$ cat src/rtl/pwr_down_ctl.sv
module pwr_down_ctl #(
  parameter int NIRQ      = 16,
  parameter int ENTRY_DLY = 9
) (
  input  logic            clk,
  input  logic            rst,
  input  logic            csr_we,
  input  logic [15:0]     csr_wdata,
  input  logic [NIRQ-1:0] irq_req,
  input  logic [NIRQ-1:0] irq_en,
  input  logic            gie,
  input  logic            nmie,
  output logic [5:0]      pwr_field,
  output logic            clk_gate_req,
  output logic            core_halt,
  output logic            wake_valid,
  output logic            wake_service
);

  localparam int CW = $clog2(ENTRY_DLY + 1);

  typedef enum logic [1:0] {S_RUN, S_ARM, S_DOWN} st_t;

  st_t           st;
  logic [CW-1:0] cnt;
  logic [4:0]    fld;

  wire [2:0] wmode   = csr_wdata[12:10];
  wire       wr_pd   = (wmode == 3'b001) || (wmode == 3'b010) || (wmode == 3'b100);
  wire       sel_lt  = (fld[2:0] == 3'b001);
  wire       en_hit  = |(irq_req & irq_en);
  wire       raw_hit = |irq_req;
  wire       wake    = sel_lt && ((fld[3] && en_hit) || (fld[4] && raw_hit));
  wire       svc     = en_hit && gie && nmie;

  always_ff @(posedge clk) begin
    if (rst) begin
      st           <= S_RUN;
      cnt          <= '0;
      fld          <= '0;
      wake_valid   <= 1'b0;
      wake_service <= 1'b0;
    end else begin
      wake_valid   <= 1'b0;
      wake_service <= 1'b0;
      case (st)
        S_RUN: begin
          if (csr_we) begin
            fld <= csr_wdata[14:10];
            if (wr_pd) begin
              st  <= S_ARM;
              cnt <= CW'(ENTRY_DLY);
            end
          end
        end
        default: begin
          if (wake) begin
            st           <= S_RUN;
            fld          <= '0;
            cnt          <= '0;
            wake_valid   <= 1'b1;
            wake_service <= svc;
          end else if (st == S_ARM) begin
            if (cnt == CW'(1)) st <= S_DOWN;
            cnt <= cnt - CW'(1);
          end
        end
      endcase
    end
  end

  assign pwr_field    = {1'b0, fld};
  assign clk_gate_req = (st == S_DOWN);
  assign core_halt    = (st == S_DOWN);

endmodule

$ cat config.mk
export PLATFORM = sky130hd
export DESIGN_NAME = pwr_down_ctl
export DESIGN_NICKNAME = d
export VERILOG_FILES = /design/src/rtl/pwr_down_ctl.sv
export SDC_FILE = /design/constraint.sdc
export NUM_CORES = 1
export LEC_CHECK = 0
export ABC_AREA = 1
export BUFFER_PORTS_ARGS = -buffer_cell sky130_fd_sc_hd__buf_2
export CORE_MARGIN = 1.5
export CORE_UTILIZATION = 35
export CTS_BUF_LIST = sky130_fd_sc_hd__clkbuf_8
export DETAILED_ROUTE_END_ITERATION = 6
export PLACE_DENSITY = 0.8
export SETUP_SLACK_MARGIN = 0.1
export SLEW_MARGIN = 10
export SYNTH_ARGS = -nofsm -noshare
export SYNTH_HDL_FRONTEND = slang
export SYNTH_SLANG_ARGS = --single-unit
$ cat constraint.sdc
create_clock -name clk -period 1.7 [get_ports clk]
set_input_delay 0.255 -clock clk [delete_from_list [all_inputs] [get_ports clk]]
set_output_delay 0.255 -clock clk [all_outputs]
set_load 0.02 [all_outputs]
# Word-level counts from Yosys, hierarchy flattened
# Cells that the tools add are included.
op_classes:
  n_addsub: 1
  eq_ne: 9
  muxes: 15
  bitwise_logic: 2
  n_reduce_logical: 19
ops:
  columns: ["cell", "count"]
  rows:
  - ["16-bit OR reduction", 2]
  - ["4-bit two-way mux", 5]
  - ["16-bit AND", 1]
  - ["5-bit two-way mux", 3]
  - ["2-bit two-way mux", 6]
  - ["3-bit by 1-bit == test with 1-bit output, second input constant", 2]
  - ["3-bit nonzero test", 2]
  - ["1-bit logical AND", 5]
  - ["4-bit by 1-bit == test with 1-bit output, second input constant", 1]
  - ["2-bit != test, second input constant", 2]
  - ["4-bit AND reduction", 1]
  - ["4-bit by 1-bit subtractor with 4-bit output, second input constant", 1]
  - ["3-bit by 2-bit == test with 1-bit output, second input constant", 1]
  - ["3-bit == test, second input constant", 1]
  - ["1-bit logical OR", 3]
  - ["3-bit AND reduction", 1]
  - ["3-bit OR reduction", 1]
  - ["2-bit by 1-bit == test with 1-bit output, second input constant", 1]
  - ["2-bit == test, second input constant", 1]
  - ["2-bit zero test", 1]
  - ["2-bit AND reduction", 1]
  - ["2-bit nonzero test", 1]
  - ["2-bit OR reduction", 1]
  - ["1-bit two-way mux", 1]
  - ["1-bit NOT", 1]
totals:
  register_bits: 13
  inputBits: 53
  output_inout_bits: 10
  wordCells: 51

# Longest topological paths before layout
logic_depth:
  word_depth: 7
  mapped_depth: 12
  ltp_nobuf: 12

# Least setup slack after synthesis
# Ideal clock, no wire load.
synth_timing:
  path_kind: "register -> register"
  start: "reg fld[0]"
  end: "reg cnt[3]"
  setup_time_ns: 0.115
  arrival_time_ns: 1.271
  path_slack_ns: 0.313
  path_stages_with_launch: 7
  n_path_buf: 0
  synth_period_minus_slack_ns: 1.387
  path_cell_list: "dfxtp_1 > nor3b_1 > nand2_4 > nand2_4 > nand2_1 > a31oi_1 > nor2_1"
synth_between:
  elab_chain_len: 4
  elab_cells_between_ends: 6
  classes_between: "eq/ne: 1; mux: 2; reduce/logical: 3"
synth_rtl:
  columns: ["item", "line_no", "source"]
  rows:
  - ["start: declaration", "26", "logic [4:0] fld;"]
  - ["start signal: assignment", "49", "fld <= csr_wdata[14:10];"]
  - ["3-bit by 1-bit == test with 1-bit output *", "30", "wire sel_lt = (fld[2:0] == 3'b001);"]
  - ["1-bit logical AND *", "33", "wire wake = sel_lt && ((fld[3] && en_hit) || (fld[4] && raw_hit));"]
  - ["3-bit nonzero test (no line) / 4-bit two-way mux (equally long branches)", null, null]
  - ["3-bit AND reduction (no line) / 4-bit two-way mux (equally long branches)", null, null]
  - ["end signal: assignment", "52", "cnt <= CW'(ENTRY_DLY);"]
  - ["end signal: assignment", "65", "cnt <= cnt - CW'(1);"]
  - ["end: declaration", "25", "logic [CW-1:0] cnt;"]
# Mark *: on every way between the ends. The rest lies on a longest branch, timed or not.
# A chain may end at the register's enable or synchronous reset.

# Final worst setup path
# Same ends and word-level chain as after synthesis.

==> metrics <==
status finished, final reports clean; #FFs+latches synth 13; chip height 51.50 um; Antenna Nets Post-Route 0; 1st-iter DRT viols 14; syn_area_per_cell 6.237 um^2; # hold bufs at CTS 0; critical path type register to register; setup TNS 0 ps; post-DP HPWL between 1500 and 2000 um; IO buf count 50; largest family of logic cells by synthesized area simple AND/OR/NAND/NOR gates; ys async rst share 0%; cts bufs inserted 3; worst skew pair latency approximately 240 ps; Clock Sinks 13; reg2reg start fld[0]$_SDFFE_PP0P_; internal power around 0.85 mW; Non-Filler Instances 211; vias in the first global route 913; synthesis-to-layout area growth 37.84%; post-place setup slack 176.8 ps; Reg power frac a little under a third; vias post-DR 950; Detailed Routing Iterations Pass 1 4; total gr overflow 0; nets@finish 239; clk buf depth 2; final WL 1929 um; most frequent cell after synthesis nand2_1; fill cell count 246; Worst Skew 1.364 ps; CP startpoint fld[0]$_SDFFE_PP0P_; ys flop type dfxtp_1; max_cap viols 0; die area 2652 um^2; period utilization 80.30%; Final setup viols 0; Post-DP Area 1090 um^2; CTS tree done; H-tree depth 1; Adder-Cell Fraction of Synth Area 3.040%; wire per inst 9.142 um; total global-route track usage 16.69%; post-route cell area 1135 um^2; via/cell ratio 4.502; placed cells 207; Post-synth EDFFs 0; final worst setup slack 334.9 ps; Final Hold Vio Count 0; unrepaired setup endpoints after global routing no; clk root buf clkbuf_8; FF/Latch Area 260.3 um^2; count of cells resized by post-cts repair 0; Seq/Total Area, Yosys a little under a third; Synth Area in Compound Gates 14.13%; switching portion of total power 43.47%; crit path max fanout 5; multi-input logic area 510.5 um^2; leakage 0.6190 nW; area leader, netlist dfxtp_1; area fraction in and, or, nand and nor cells after synthesis 43.31%; Power Dens Cells 1327 nW/um^2; antenna cells 0; top cells by count, synth 46 x nand2_1, 25 x nor2_1, 13 x dfxtp_1; synthesized-area fraction occupied by xor and xnor cells 1.064%; Netlist Area Pre-Place just over 800 um^2; power share of the combinational group 51.5%; Hold Path Class input port to register; CP startpoint kind register; initial core utilization 37.22%; endpoint type of the worst setup path register; # DRC 0; worst vdd ir 0.8321 mV; dominant cells by area after synthesis dfxtp_1 32%, nand2_1 21%, nor2_1 11%; critical hold path startpoint csr_wdata[13]; first-pass GRT wire length roughly 3500 um; largest net degree at the start of global routing 10; share of cells above drive strength 1 32.79%; IO Pins 63; initial antenna violation count 0; RePlAce Congestion roughly 0.77; Post-Syn Nets 187; share of the synthesized area in the top cell type 31.61%; worst path required time 1830 ps; Ys Warns 0; Worst Path Arrival 1500 ps; cells after synthesis 132; clock transition at the registers of the reported paths 50 ps; Netlist cell types 22; P_sw 0.6546 mW; setup bufs post-CTS 0; FP Rows 17; Tmin final 1365 ps; Final Util a little over 50%; Die X-Extent 51.50 um; Slew Limit Fails 0; Core ar. between 2000 and 2500 um^2; post-synthesis mux area share 0%; achievable frequency around 730 MHz; clock network fraction of total power 17.7%
[worst max-delay path, stage by stage, from the launching register on]
cell and delay (ps):
dfxtp_1 360, nor3b_1 400, nand2_4 140, nand2_4 100, nand2_1 70, a31oi_1 140, nor2_1 50
[layout make-up]
type                       count  share of cell area [%]
sequential                    13                   22.93
inverter                       9                   2.977
timing repair buffer          50                   22.05
clock inverter                 1                  0.3308
tap                           28                   3.087
multi-input combinational    107                   44.98
clock buffer                   3                   3.638
[worst paths after layout]
| check | endpoint | slack, ps | depth (start not counted) |
|---|---|---|---|
| hold reg to reg | fld[3]$_SDFFE_PP0P_ | 470 | 2 |
| hold / removal | fld[3]$_SDFFE_PP0P_ | 260 | 3 |
| setup / recovery | cnt[3]$_SDFFE_PP0P_ | 330 | 6 |
| setup reg to reg | cnt[3]$_SDFFE_PP0P_ | 330 | 6 |
[flip-flops by register name (all words and copies together) (netlist names)]
| name | count |
|---|---|
| fld | 5 |
| wake_service | 1 |
| st | 2 |
| cnt | 4 |
| wake_valid | 1 |
[metrics by stage]
stage	total power, mW	hold WS [ps]
final	1.506	260.9
after global routing	1.674	269.5
after CTS	1.524	260.3
after detailed placement	1.251	469.3
after global placement	1.247	468.1
after floorplan	1.083	402.9
[metal layers]
| layer | routed length [um] | vias up | part of all wire [%] | track usage [%] |
|---|---|---|---|---|
| met1 | 865 | 399 | 45 | 18.53 |
| met2 | 919 | 28 | 48 | 30.98 |
| met5 | 0 | - | 0 | 0 |
| met3 | 132 | 2 | 6.8 | 2.586 |
| met4 | 12 | 0 | 0.62 | 7.456 |
| li1 | - | 521 | - | - |
[power groups by stage]
stage | clock network [mW] | logic [mW] | registers (mW)
2_1_floorplan | 0 | 0.602 | 0.481
3_3_place_gp | 0 | 0.777 | 0.470
3_5_place_dp | 0 | 0.782 | 0.469
4_1_cts | 0.275 | 0.786 | 0.463
5_1_grt | 0.293 | 0.903 | 0.478
6_report | 0.266 | 0.776 | 0.464
[cell usage in the layout (no fill, tap or decap), types with 2 or more instances in the layout]
master / n
a21oi_1: 10
buf_2: 50
clkbuf_8: 3
dfxtp_1: 13
ha_1: 2
inv_1: 8
inv_2: 2
nand2_1: 46
nand2_4: 3
nand3_1: 6
nand4_1: 2
nor2_1: 25
o21ai_1: 4
[cells by family after synthesis]
logic type,after synthesis
adders and majority gates,2
DFF,13
other,1
and+or+nand+nor,84
buffers and inverters,12
xor gates and xnor gates,1
AOI/OAI and AO/OA,19
(Power assumes the default switching activity.)
